[src/rtl/ide_win_pkg.sv]
package ide_win_pkg;
  typedef enum logic [1:0] {
    SZ_BYTE = 2'd0,
    SZ_HALF = 2'd1,
    SZ_WORD = 2'd2,
    SZ_RSVD = 2'd3
  } acc_size_e;

  typedef enum logic [1:0] {
    TGT_NONE,
    TGT_TASKFILE,
    TGT_CTLSTAT,
    TGT_DATA
  } tgt_e;
endpackage

[src/rtl/ide_win_decode.sv]
module ide_win_decode
  import ide_win_pkg::*;
#(
  parameter int IDX_W    = 8,
  parameter int TF_LAST  = 7,
  parameter int CS_IDX_A = 8,
  parameter int CS_IDX_B = 22
) (
  input  acc_size_e        size_i,
  input  logic [IDX_W-1:0] idx_i,
  output tgt_e             tgt_o
);
  localparam logic [IDX_W-1:0] TF_HI = IDX_W'(TF_LAST);
  localparam logic [IDX_W-1:0] CS_A  = IDX_W'(CS_IDX_A);
  localparam logic [IDX_W-1:0] CS_B  = IDX_W'(CS_IDX_B);

  always_comb begin
    tgt_o = TGT_NONE;
    unique case (size_i)
      SZ_BYTE: begin
        if (idx_i != '0 && idx_i <= TF_HI)      tgt_o = TGT_TASKFILE;
        else if (idx_i == CS_A || idx_i == CS_B) tgt_o = TGT_CTLSTAT;
      end
      SZ_HALF, SZ_WORD: if (idx_i == '0) tgt_o = TGT_DATA;
      default: tgt_o = TGT_NONE;
    endcase
  end
endmodule

[src/rtl/ide_win_swap.sv]
module ide_win_swap
  import ide_win_pkg::*;
#(
  parameter int DATA_W = 32
) (
  input  acc_size_e         size_i,
  input  logic [DATA_W-1:0] d_i,
  output logic [DATA_W-1:0] d_o
);
  localparam int NB = DATA_W / 8;

  for (genvar b = 0; b < NB; b++) begin : g_lane
    always_comb begin
      unique case (size_i)
        SZ_WORD: d_o[8*b +: 8] = d_i[8*(NB-1-b) +: 8];
        SZ_HALF: d_o[8*b +: 8] = (b < 2) ? d_i[8*(1-b) +: 8] : 8'h00;
        default: d_o[8*b +: 8] = (b == 0) ? d_i[7:0] : 8'h00;
      endcase
    end
  end
endmodule

[src/rtl/ide_win_rsp.sv]
module ide_win_rsp #(
  parameter int DATA_W = 32
) (
  input  logic              clk_i,
  input  logic              rst_ni,
  input  logic              rd_i,
  input  logic [DATA_W-1:0] rd_data_i,
  output logic [DATA_W-1:0] rdata_o,
  output logic              rvalid_o
);
  always_ff @(posedge clk_i or negedge rst_ni) begin
    if (!rst_ni) begin
      rvalid_o <= 1'b0;
      rdata_o  <= '0;
    end else begin
      rvalid_o <= rd_i;
      if (rd_i) rdata_o <= rd_data_i;
    end
  end

  AST_RVALID_AFTER_READ: assert property (@(posedge clk_i) disable iff (!rst_ni)
    rd_i |=> rvalid_o) else $error("rvalid missing");
  AST_NO_SPURIOUS_RVALID: assert property (@(posedge clk_i) disable iff (!rst_ni)
    !rd_i |=> !rvalid_o) else $error("spurious rvalid");
endmodule

[src/rtl/ide_swap_window.sv]
module ide_swap_window
  import ide_win_pkg::*;
#(
  parameter int ADDR_W    = 12,
  parameter int STRIDE_LG = 4,
  parameter int DATA_W    = 32,
  parameter int REG_W     = 3,
  parameter int CS_IDX_A  = 8,
  parameter int CS_IDX_B  = 22
) (
  input  logic              clk_i,
  input  logic              rst_ni,
  input  logic              req_i,
  input  logic              we_i,
  input  logic [1:0]        size_i,
  input  logic [ADDR_W-1:0] addr_i,
  input  logic [DATA_W-1:0] wdata_i,
  output logic [DATA_W-1:0] rdata_o,
  output logic              rvalid_o,
  output logic              ide_stb_o,
  output logic              ide_we_o,
  output logic              ide_ctl_o,
  output logic [REG_W-1:0]  ide_idx_o,
  output logic              ide_wide_o,
  output logic [DATA_W-1:0] ide_wdata_o,
  input  logic [DATA_W-1:0] ide_rdata_i
);
  localparam int IDX_W   = ADDR_W - STRIDE_LG;
  localparam int TF_LAST = (1 << REG_W) - 1;

  acc_size_e         size;
  logic [IDX_W-1:0]  idx;
  tgt_e              tgt;
  logic              mapped;
  logic [DATA_W-1:0] rd_swapped, rd_ones, rd_val;

  assign size = acc_size_e'(size_i);
  assign idx  = addr_i[ADDR_W-1:STRIDE_LG];

  ide_win_decode #(
    .IDX_W(IDX_W), .TF_LAST(TF_LAST), .CS_IDX_A(CS_IDX_A), .CS_IDX_B(CS_IDX_B)
  ) u_decode (
    .size_i(size), .idx_i(idx), .tgt_o(tgt)
  );

  ide_win_swap #(.DATA_W(DATA_W)) u_wswap (
    .size_i(size), .d_i(wdata_i), .d_o(ide_wdata_o)
  );

  ide_win_swap #(.DATA_W(DATA_W)) u_rswap (
    .size_i(size), .d_i(ide_rdata_i), .d_o(rd_swapped)
  );

  assign mapped     = (tgt != TGT_NONE);
  assign ide_stb_o  = req_i & mapped;
  assign ide_we_o   = we_i;
  assign ide_ctl_o  = (tgt == TGT_CTLSTAT);
  assign ide_idx_o  = (tgt == TGT_TASKFILE) ? idx[REG_W-1:0] : '0;
  assign ide_wide_o = (size == SZ_WORD);

  // all-ones at the access width
  always_comb begin
    unique case (size)
      SZ_BYTE: rd_ones = DATA_W'(8'hFF);
      SZ_HALF: rd_ones = DATA_W'(16'hFFFF);
      default: rd_ones = '1;
    endcase
  end

  assign rd_val = mapped ? rd_swapped : rd_ones;

  ide_win_rsp #(.DATA_W(DATA_W)) u_rsp (
    .clk_i(clk_i), .rst_ni(rst_ni), .rd_i(req_i & ~we_i),
    .rd_data_i(rd_val), .rdata_o(rdata_o), .rvalid_o(rvalid_o)
  );

  AST_WIDE_ONLY_DATA: assert property (@(posedge clk_i) disable iff (!rst_ni)
    (ide_stb_o && size_i != 2'd0) |-> (ide_idx_o == '0 && !ide_ctl_o && idx == '0))
    else $error("wide access off data slot");
  AST_BYTE_SLOT0_QUIET: assert property (@(posedge clk_i) disable iff (!rst_ni)
    (req_i && size_i == 2'd0 && idx == '0) |-> !ide_stb_o)
    else $error("byte strobe at slot 0");
  AST_UNMAPPED_BYTE_ONES: assert property (@(posedge clk_i) disable iff (!rst_ni)
    (req_i && !we_i && size_i == 2'd0 && !ide_stb_o) |=> (rdata_o == DATA_W'(8'hFF)))
    else $error("unmapped byte read not 0xFF");
  AST_CTL_IS_BYTE: assert property (@(posedge clk_i) disable iff (!rst_ni)
    (ide_stb_o && ide_ctl_o) |-> (size_i == 2'd0 && (idx == IDX_W'(CS_IDX_A) || idx == IDX_W'(CS_IDX_B))))
    else $error("control alias misdecoded");
  AST_STB_NEEDS_REQ: assert property (@(posedge clk_i) disable iff (!rst_ni)
    !req_i |-> !ide_stb_o) else $error("strobe without request");
endmodule

[config.mk]
export PLATFORM = sky130hd
export DESIGN_NAME = ide_swap_window
export DESIGN_NICKNAME = d
export VERILOG_FILES = /design/src/rtl/ide_win_pkg.sv /design/src/rtl/ide_win_decode.sv /design/src/rtl/ide_win_swap.sv /design/src/rtl/ide_win_rsp.sv /design/src/rtl/ide_swap_window.sv
export SDC_FILE = /design/constraint.sdc
export NUM_CORES = 1
export LEC_CHECK = 0
export CAP_MARGIN = 40
export CORE_MARGIN = 3
export CORE_UTILIZATION = 30
export DETAILED_ROUTE_END_ITERATION = 8
export PLACE_DENSITY_LB_ADDON = 0.15
export SETUP_SLACK_MARGIN = 0.5
export SLEW_MARGIN = 20
export SYNTH_ARGS = -nofsm -noshare
export SYNTH_HDL_FRONTEND = slang
export SYNTH_SLANG_ARGS = --single-unit
[constraint.sdc]
create_clock -name clk_i -period 4.85 [get_ports clk_i]
set_input_delay 0.97 -clock clk_i [delete_from_list [all_inputs] [get_ports clk_i]]
set_output_delay 0.97 -clock clk_i [all_outputs]
set_load 0.005 [all_outputs]
; ---- Yosys cells after proc, flatten, opt, wreduce, memory -nomap -nowiden
; Index checks and enable logic that the tools add are counted.
[totals]
ff_bits = 33
in_bits = 82
out_inout_bits = 72
[classes]
order_cmp = 1
n_eq_ne = 6
n_mux = 15
bitwise = 3
reduce_logical = 7
[ops]
columns = cell, count
row1 = $pmux W32 S2, 1
row2 = $pmux W8 S2, 4
row3 = $mux W32, 1
row4 = $mux W8, 4
row5 = $eq A8 B4 Y1 const B, 1
row6 = $eq A8 B5 Y1 const B, 1
row7 = $le A8 B3 Y1 const B, 1
row8 = $logic_not A8 Y1, 1
row9 = $reduce_bool A8 Y1, 1
row10 = $mux W2, 3
row11 = $eq A2 B1 Y1 const B, 2
row12 = $eq A2 B2 Y1 const B, 2
row13 = $pmux W2 S2, 1
row14 = $mux W3, 1
row15 = $and A1 B1 Y1, 2
row16 = $logic_not A2 Y1, 1
row17 = $reduce_bool A2 Y1, 1
row18 = $reduce_or A2 Y1, 1
row19 = $logic_and A1 B1 Y1, 1
row20 = $logic_or A1 B1 Y1, 1
row21 = $not A1 Y1, 1

; ---- Depth between registers and ports, before layout
; Gate-level depths: netlist of the first run.
[logic_depth]
word_depth = 7
mapped_depth = 8
depth_no_buf = 6

; ---- By module
; From an unflattened synthesis of the first run, not the netlist that was laid out.
[unflattened]
hier_cells = 268
hier_area_um2 = 2681.3
[modules_own_cells]
columns = module, instances, cells_per_inst, area_per_inst_um2
row1 = ide_win_rsp, 1, 69, 1370.1
row2 = ide_win_swap at u_wswap, 1, 67, 414.1
row3 = ide_win_swap at u_rswap, 1, 67, 402.9
row4 = ide_swap_window, 1, 50, 369.1
row5 = ide_win_decode, 1, 15, 125.1

; ---- Worst setup path before layout of the first run
; No wires, ideal clock.
[synth_timing]
kind = input-to-output
start = in size_i[0]
end = out ide_stb_o
t_arrival_ns = 2.627
slack_ns = 1.253
path_stages = 8
path_buffers = 2
path_cell_list = inv_1 ha_1 or3b_2 mux2i_1 o21a_1 buf_4 buf_6 and2_1
[synth_via]
elab_chain_cells = 5
elab_cells_between_ends = 7
classes_between = eq/ne: 2 / mux: 1 / bitwise: 1 / reduce/logical: 3
[synth_rtl]
columns = element, line_no
row1 = "start, declared", ide_swap_window.sv:15  ; input logic [1:0] size_i,
row2 = $eq A2 B2 Y1 / $eq A2 B1 Y1 (equally long branches), ide_win_decode.sv:19  ; unique case (size_i)
row3 = $reduce_or A2 Y1, ide_win_decode.sv:19
row4 = $pmux W2 S2 *, ide_win_decode.sv:19
row5 = $reduce_bool A2 Y1 *, ide_swap_window.sv:54  ; assign mapped = (tgt != TGT_NONE);
row6 = $and A1 B1 Y1 *, ide_swap_window.sv:55  ; assign ide_stb_o = req_i & mapped;
row7 = "end, declared", ide_swap_window.sv:20  ; output logic ide_stb_o,
; Mark *: on every way between the ends. The rest lies on a longest branch, timed or not.

; ---- Worst setup path after layout of the first run
[layout_timing]
start = in addr_i[4]
end = out ide_idx_o[1]
[layout_via]
elab_chain_cells = 7
elab_cells_between_ends = 13
classes_between = order compare: 1 / eq/ne: 3 / mux: 5 / reduce/logical: 4
[layout_rtl]
columns = element, line_no
row1 = "start, declared", ide_swap_window.sv:16  ; input logic [ADDR_W-1:0] addr_i,
row2 = branches (longest 4 deep; another with $le A8 B3 Y1), -
row3 = $pmux W2 S2 *, ide_win_decode.sv:19
row4 = $eq A2 B1 Y1 *, ide_swap_window.sv:58  ; assign ide_idx_o = (tgt == TGT_TASKFILE) ? idx[REG_W-1:0] : '0;
row5 = $mux W3 *, ide_swap_window.sv:58
row6 = "end, declared", ide_swap_window.sv:23  ; output logic [REG_W-1:0] ide_idx_o,
; Every way passes the cells marked *.

==> flow_summary.toml, run 1 <==
[outcome]
outcome = "complete, no violations"

[power_and_ir_drop]
vdd_drop_max_mv = 0.1299
sequentialPowerShare_pct = 38.6
leakage_nw = 1.484
switching_share_pct = 29.88
cellPowerDensity_nw_per_um2 = 210.1
total_power_mw = 0.8351
internal_power_mw = 0.5856
p_sw_mw = 0.2495
combPwrFrac_pct = 36.9
power_frac_clock_pct = 24.5

[layout]
n_antenna_cell = 0
final_nets = 499
multi_input_area_sq_um = 1331
fin_area_sq_um = 3975
fillers = 702
fin_util_pct = 54.51
final_cells = 512
drive_above_1_share_pct = 7.748
area_delta_synth_final_pct = 75.82
register_area_sq_um = 825.8

[yosys]
synth_top_cell_by_area = "dfrtp_1"
syn-instance-count = 271
synth.distinct_cells = 39
synth_nets = 358
synth_common_cells = "50 x nor2_1, 33 x dfrtp_1, 32 x a22oi_1"
synth_top_area_share_pct = 36.52
seq_area_frac_synth_pct = 36.52
synth_area_leaders = "dfrtp_1 37%, a22oi_1 11%, nor2_1 8.3%"
synth_seq_cells = 33
async_flop_share_pct = 100.0
synth_area_per_cell_sq_um = 8.343
yosysMostFrequentCell = "nor2_1"
ys_warn_count = 0
ys.flop_type = "dfrtp_1"
synth_area_sq_um = 2261
synth_edf_count = 0

[placement]
dp_cells = 503
placedInstanceArea_sq_um = 3839
dp_hpwl_um = 6665
place.port_buffers = 149
pre_cts_ws_ns = 0.3793
place.gp.congestion = 0.8164

[route]
drt_first_pass_iters = 4
wirelength_um = 8788
drcViolationCount = 0
antenna_left = 0
drt_iter0_drc = 95
via_count = 2648
vias_per_cell = 5.172
avgRoutedWirePerCell_um = 17.16

[cts]
cts.sinks = 33
htreeDepth = 2
ctsHoldBuffers = 0
clkLatencyLatePin_ns = 0.28
cts.reportedPaths.clkPinSlew_ns = 0.07
root_buffer = "clkbuf_8"
cts_buffer_depth = 2
cts_buffers = 5
cts_tree = "done"

[timing]
hold_ws_ns = 0.4910
fin_ws_ns = 0.6569
period_minus_slack_ns = 4.193
report.final.slew_viol_count = 0
hold_viol = 0
tns_ns = 0
max_freq_mhz = 238.5
worst_slew_pin_slew_ns = 0.8057
setup_viol = 0
relSlewSlack_pct = 45.93
grt_setup_unrepaired = "no"
fin_crit_sh_pct = 86.45
fin_skew_ns = 0

[critical_path]
worstSetupStartpointType = "input pin"
required_ns = 3.88
arrival_ns = 3.22
rr_endpoint = "u_rsp.rdata_o[28]$_DFFE_PN0P_"
cp_max_fo = 4
r2r_slack_ns = 3.98
critical_path.endpoint_type = "output pin"
timing.rr.start = "u_rsp.rdata_o[28]$_DFFE_PN0P_"
crit_type = "input pin to output pin"
rr_worst_depth = 2

[die]
die_w_um = 92.81
io_pins = 154
die_h_um = 92.81
rows = 31
initial_core_util_pct = 31.01
die_area_sq_um = 8614
core-area_sq_um = 7292

[min_path]
hold_end = "u_rsp.rdata_o[11]$_DFFE_PN0P_"
min_from = "u_rsp.rdata_o[11]$_DFFE_PN0P_"
hold_class = "register to register"
whs_path_depth = 2

[flow_run]
maxCapViolCount = 0

[global_route]
grt_pass1_vias = 2722
grt_max_degree = 46
antenna_found_initial = 0
grtUsageTotal_pct = 20.20
grt_first_pass_wirelength_um = 14030
overflow = 0
-- how the worst max path moves through the flow --
stage,start,endpoint,slack [ns]
final,addr_i[4],ide_idx_o[1],0.66
after global routing,addr_i[4],ide_idx_o[2],0.53
after CTS,size_i[0],ide_stb_o,0.50
after detailed placement,addr_i[4],ide_idx_o[1],0.38
after global placement,addr_i[4],ide_idx_o[1],0.41
after floorplan,size_i[0],ide_stb_o,1.25
-- state kept, by name (all words and copies together), names as in the netlist --
register	count
u_rsp.rvalid_o	1
u_rsp.rdata_o	32
-- layout by cell type, fill, tap and decap left out, drive strengths merged --
master / n
a2111oi: 1
a211oi: 3
a21oi: 22
a22oi: 32
a31oi: 8
and2: 17
buf: 11
clkbuf: 5
clkdlybuf4s50: 143
clkinv: 3
clkinvlp: 1
dfrtp: 33
dlymetal6s2s: 6
ha: 5
inv: 4
mux2i: 2
nand2: 9
nand2b: 3
nand4: 1
nand4b: 1
nor2: 50
nor3: 3
nor3b: 4
nor4: 2
o2111ai: 5
o211a: 1
o211ai: 12
o21a: 1
o21ai: 1
o221ai: 8
o22ai: 11
or3: 1
or3b: 2
or4b: 2
-- cells by family (layout without fill, tap and decap cells) --
| family | count (synthesis) | count (layout) | synth area share (%) |
|---|---|---|---|
| compound gates | 105 | 105 | 32.98 |
| flops | 33 | 33 | 36.52 |
| buf+inv | 31 | 173 | 5.921 |
| simple gates | 95 | 95 | 20.92 |
| fa+ha+maj | 5 | 5 | 2.767 |
| mux | 2 | 2 | 0.8855 |
-- metal layers --
metal | track usage [%] | vias to the layer above | part of all wire (%)
li1 | - | 1296 | -
met1 | 26.21 | 1247 | 42
met2 | 33.65 | 95 | 49
met3 | 4.955 | 10 | 6.7
met4 | 5.006 | 0 | 1.6
met5 | 0 | - | 0
-- critical path, cell delays in order --
cell             delay [ns]
clkdlybuf4s50_1        0.54
nor3_4                 0.26
mux2i_1                0.13
or4b_1                 0.57
nor3b_1                0.21
clkdlybuf4s50_1        0.54
-- cell type report --
| cell class | instances | share of cell area [%] |
|---|---|---|
| Timing Repair Buffer | 160 | 39.97 |
| Multi-Input combinational cell | 207 | 33.49 |
| Tap cell | 99 | 3.116 |
| Inverter | 5 | 0.4721 |
| Clock inverter | 3 | 0.4407 |
| Clock buffer | 5 | 1.731 |
| Sequential cell | 33 | 20.77 |
-- what timing repair did --
| item | CTS | global route |
|---|---|---|
| hold endpoints to repair | 0 | 0 |
| setup buffers | 1 | 0 |
| pin swaps | 1 | 2 |
| gates cloned | 0 | 0 |
| endpoints found under the setup margin | 4 | 5 |
| gates resized for setup | 5 | 7 |
-- power groups by stage --
stage / logic [mW] / clock network, mW / registers (mW)
global route: 0.335 / 0.218 / 0.327
global placement: 0.304 / 0 / 0.327
floorplan: 0.103 / 0 / 0.328
finish: 0.308 / 0.205 / 0.322
detailed placement: 0.307 / 0 / 0.327
CTS: 0.311 / 0.207 / 0.323
(Power assumes the default switching activity.)
==> run 2: changes to the inputs <==
--- a/config.mk
+++ b/config.mk
@@ -9,8 +9,8 @@
 export CORE_MARGIN = 3
 export CORE_UTILIZATION = 30
 export DETAILED_ROUTE_END_ITERATION = 8
+export DONT_BUFFER_PORTS = 1
 export PLACE_DENSITY_LB_ADDON = 0.15
-export SETUP_SLACK_MARGIN = 0.5
 export SLEW_MARGIN = 20
 export SYNTH_ARGS = -nofsm -noshare
 export SYNTH_HDL_FRONTEND = slang
==> flow_summary.toml, run 2 (synthesis results as in run 1) <==
[outcome]
outcome = "complete, no violations"

[critical_path]
required_ns = 3.88
cp.depth = 6
crit_type = "input pin to output pin"
path_delay_family = "simple AND/OR/NAND/NOR gates"
critPathSlowestCell = "mux2i_1"
arrival_ns = 2.69
critical_path.endpoint_type = "output pin"
worstSetupStartpointType = "input pin"
rr_worst_depth = 2
timing.rr.start = "u_rsp.rdata_o[18]$_DFFE_PN0P_"
r2r_slack_ns = 3.97
critPathBufInv = 1
rr_endpoint = "u_rsp.rdata_o[18]$_DFFE_PN0P_"
cp_max_fo = 7
max_stage_delay_ns = 0.53
cp_cell_sequence = "inv_1 -> ha_1 -> or3b_2 -> mux2i_1 -> o21a_1 -> and2_1"

[timing]
fin_crit_sh_pct = 75.54
hold_viol = 0
tns_ns = 0
period_minus_slack_ns = 3.664
setup_viol = 0
report.final.slew_viol_count = 0
fin_skew_ns = 0
max_freq_mhz = 273.0
grt_setup_unrepaired = "no"
worst_slew_pin_slew_ns = 0.8577
relSlewSlack_pct = 42.44

[power_and_ir_drop]
vdd_drop_max_mv = 0.06790
total_power_mw = 0.6550
leakage_nw = 0.8248
cellPowerDensity_nw_per_um2 = 272.4

[placement]
dp_cells = 351
dp_hpwl_um = 5682
place.gp.congestion = 0.7420
place.port_buffers = 0

[route]
drt_first_pass_iters = 4
drt_iter0_drc = 90
via_count = 2070
antenna_left = 0
vias_per_cell = 5.766
wirelength_um = 7688
drcViolationCount = 0
avgRoutedWirePerCell_um = 21.42

[cts]
cts_buffer_depth = 2
cts_buffers = 5
cts.sinks = 33
cts_tree = "done"
ctsHoldBuffers = 0
postCtsSetupBuffers = 0
clkLatencyLatePin_ns = 0.28
root_buffer = "clkbuf_8"
htreeDepth = 2
cts.reportedPaths.clkPinSlew_ns = 0.07
cts_resized = 0

[die]
rows = 31
die_area_sq_um = 8614
die_h_um = 92.81
die_w_um = 92.81
initial_core_util_pct = 31.01
io_pins = 154
core-area_sq_um = 7292

[layout]
reg_top3 = "u_rsp.rdata_o: 32 flops, u_rsp.rvalid_o: 1 flops"
final_cell_mix = "50 x nor2_1, 33 x dfrtp_1, 32 x a22oi_1, 22 x a21oi_1, 17 x and2_1"
area_delta_synth_final_pct = 6.364
largest_register_ffs = 32
drive_above_1_share_pct = 7.692
final_cells = 359
final_nets = 346
n_antenna_cell = 0
largest-register = "u_rsp.rdata_o"
layout_commonest_cell = "nor2_1"
fillers = 816

[global_route]
grt_first_pass_wirelength_um = 11760
overflow = 0
grt_max_degree = 46
grtUsageTotal_pct = 17.64
antenna_found_initial = 0
grt_pass1_vias = 2097

[min_path]
hold_class = "input pin to asynchronous set/reset pin"

[flow_run]
maxCapViolCount = 0
[run 2: cell types whose count changed in the layout (fill, tap and decap cells not counted), sizes merged]
cell	before	now
buf	11	7
clkbuf	5	8
clkdlybuf4s50	143	0
clkinv	3	1
clkinvlp	1	0
dlymetal6s2s	6	0
[run 2: worst max-delay path by stage]
stage,to,startpoint
4_1_cts,ide_stb_o,size_i[0]
3_5_place_dp,ide_stb_o,size_i[0]
6_report,ide_stb_o,size_i[0]
2_1_floorplan,ide_stb_o,size_i[0]
5_1_grt,ide_stb_o,size_i[1]
3_3_place_gp,ide_stb_o,size_i[0]
[run 2: report_power, final]
group          leakage [nW]  total, mW  internal [mW]  switching [mW]
Clock                0.0395      0.199          0.102          0.0966
Sequential            0.351      0.332          0.304          0.0281
Combinational         0.434      0.124         0.0494          0.0747
[run 2: metal layers]
metal	routed length (um)	track usage (%)	vias to the layer above
li1	-	-	988
met1	3212	22.61	984
met2	3748	28.43	93
met3	662	5.768	5
met4	65	4.762	0
met5	0	0	-
[run 2: area by class of cell]
class | count | area (sq um) | share of cell area, %
Clock buffer | 8 | 80.08 | 3.330
Inverter | 5 | 18.77 | 0.7804
Multi-Input combinational cell | 207 | 1304 | 54.21
Sequential cell | 33 | 825.8 | 34.34
Tap cell | 99 | 123.9 | 5.151
Timing Repair Buffer | 7 | 52.55 | 2.185
[run 2: worst register-to-register path, stage by stage, from the launching register on]
cell	delay, ns
dfrtp_1	0.41
o211ai_1	0.20
o22ai_1	0.11
[run 2: per-stage QoR]
step / setup slack, ns / cell area, sq um / hold WS [ns] / utilization (%)
5_1_grt: 1.068 / 2405 / 0.3522 / 32.98
3_3_place_gp: 1.230 / 2325 / 0.5244 / 31.88
6_report: 1.186 / 2405 / 0.3745 / 32.98
3_5_place_dp: 1.240 / 2325 / 0.5259 / 31.88
4_1_cts: 1.222 / 2405 / 0.3663 / 32.98
2_1_floorplan: 1.253 / 2261 / 0.4799 / -
==> run 3: changes to the inputs <==
==> constraint.sdc (replaced) <==
create_clock -name clk_i -period 3.33 [get_ports clk_i]
set_input_delay 0.666 -clock clk_i [delete_from_list [all_inputs] [get_ports clk_i]]
set_output_delay 0.666 -clock clk_i [all_outputs]
set_load 0.005 [all_outputs]
==> flow_summary.toml, run 3 (synthesis results as in run 1) <==
[outcome]
outcome = "complete, no violations"

[die]
rows = 31
io_pins = 154
core-area_sq_um = 7292
initial_core_util_pct = 31.01
die_h_um = 92.81
die_area_sq_um = 8614
die_w_um = 92.81

[critical_path]
worstSetupStartpointType = "input pin"
required_ns = 2.66
rr_endpoint = "u_rsp.rdata_o[23]$_DFFE_PN0P_"
arrival_ns = 2.17
rr_worst_depth = 2
r2r_slack_ns = 2.46
cp_max_fo = 5
critical_path.endpoint_type = "output pin"
timing.rr.start = "u_rsp.rdata_o[23]$_DFFE_PN0P_"
crit_type = "input pin to output pin"

[cts]
cts_buffer_depth = 2
cts_tree = "done"
postCtsSetupBuffers = 0
cts.sinks = 33
root_buffer = "clkbuf_8"
cts_resized = 0
cts_buffers = 5
htreeDepth = 2
ctsHoldBuffers = 0
clkLatencyLatePin_ns = 0.28
cts.reportedPaths.clkPinSlew_ns = 0.07

[global_route]
grt_pass1_vias = 2052
overflow = 0
grt_max_degree = 45
grt_first_pass_wirelength_um = 11610
antenna_found_initial = 0
grtUsageTotal_pct = 17.29

[route]
avgRoutedWirePerCell_um = 20.80
antenna_left = 0
via_count = 2110
drt_iter0_drc = 93
drt_first_pass_iters = 4
wirelength_um = 7552
vias_per_cell = 5.813
drcViolationCount = 0

[min_path]
hold_class = "input pin to asynchronous set/reset pin"

[layout]
fillers = 796
multi_input_area_sq_um = 1304
drive_above_1_share_pct = 9.848
final_nets = 350
area_delta_synth_final_pct = 7.803
n_antenna_cell = 0
register_area_sq_um = 825.8
reg_top3 = "u_rsp.rdata_o: 32 flops, u_rsp.rvalid_o: 1 flops"
layout_commonest_cell = "nor2_1"
largest_register_ffs = 32
largest-register = "u_rsp.rdata_o"
final_cell_mix = "50 x nor2_1, 33 x dfrtp_1, 32 x a22oi_1, 22 x a21oi_1, 17 x and2_1"
final_cells = 363

[power_and_ir_drop]
vdd_drop_max_mv = 0.1357
cellPowerDensity_nw_per_um2 = 391.7
total_power_mw = 0.9547
leakage_nw = 0.8515

[timing]
tns_ns = 0
hold_viol = 0
fin_skew_ns = 0
fin_ws_ns = 0.4946
setup_viol = 0
period_minus_slack_ns = 2.835
fin_crit_sh_pct = 85.15
report.final.slew_viol_count = 0
relSlewSlack_pct = 45.38
hold_ws_ns = 0.06744
max_freq_mhz = 352.7
worst_slew_pin_slew_ns = 0.8139
grt_setup_unrepaired = "no"

[flow_run]
maxCapViolCount = 0

[placement]
dp_hpwl_um = 5654
dp_cells = 355
place.port_buffers = 0
pre_cts_ws_ns = 0.5085
place.gp.congestion = 0.7601
## run 3: critical path: stages
cell,delay [ns]
inv_1,0.05
ha_1,0.37
or3b_2,0.46
mux2i_1,0.26
o21a_1,0.21
and2_1,0.16
## run 3: how the worst max path moves through the flow
stage                     end  slack [ns]  depth (start not counted)  startpoint
floorplan           ide_stb_o        0.34                          8   size_i[0]
global placement    ide_stb_o        0.54                          6   size_i[0]
detailed placement  ide_stb_o        0.51                          6   size_i[0]
CTS                 ide_stb_o        0.50                          6   size_i[0]
global route        ide_stb_o        0.40                          6   size_i[0]
finish              ide_stb_o        0.49                          6   size_i[0]
## run 3: cell type report
class	instances	share of cell area (%)
clock buffer	6	2.977
sequential	33	33.88
timing repair buffer	11	3.388
clock inverter	2	0.4107
multi-input combinational	207	53.49
tap	99	5.082
inverter	5	0.7700
## run 3: per-stage QoR
step	utilization (%)	cell area, sq um
after global routing	33.42	2437
after CTS	33.42	2437
final	33.42	2437
after detailed placement	32.29	2355
after floorplan	-	2261
after global placement	32.29	2355
## run 3: report_power, final
group	internal [mW]	switching, mW	total (mW)
registers	0.443	0.0399	0.483
logic	0.0744	0.107	0.182
clock network	0.145	0.146	0.290
## run 3: layer usage
layer | part of all wire (%) | vias to the layer above | GRT usage [%]
li1 | - | 998 | -
met1 | 42 | 1017 | 22.39
met2 | 49 | 89 | 28.07
met3 | 7.9 | 6 | 5.199
met4 | 1.0 | 0 | 4.396
met5 | 0 | - | 0
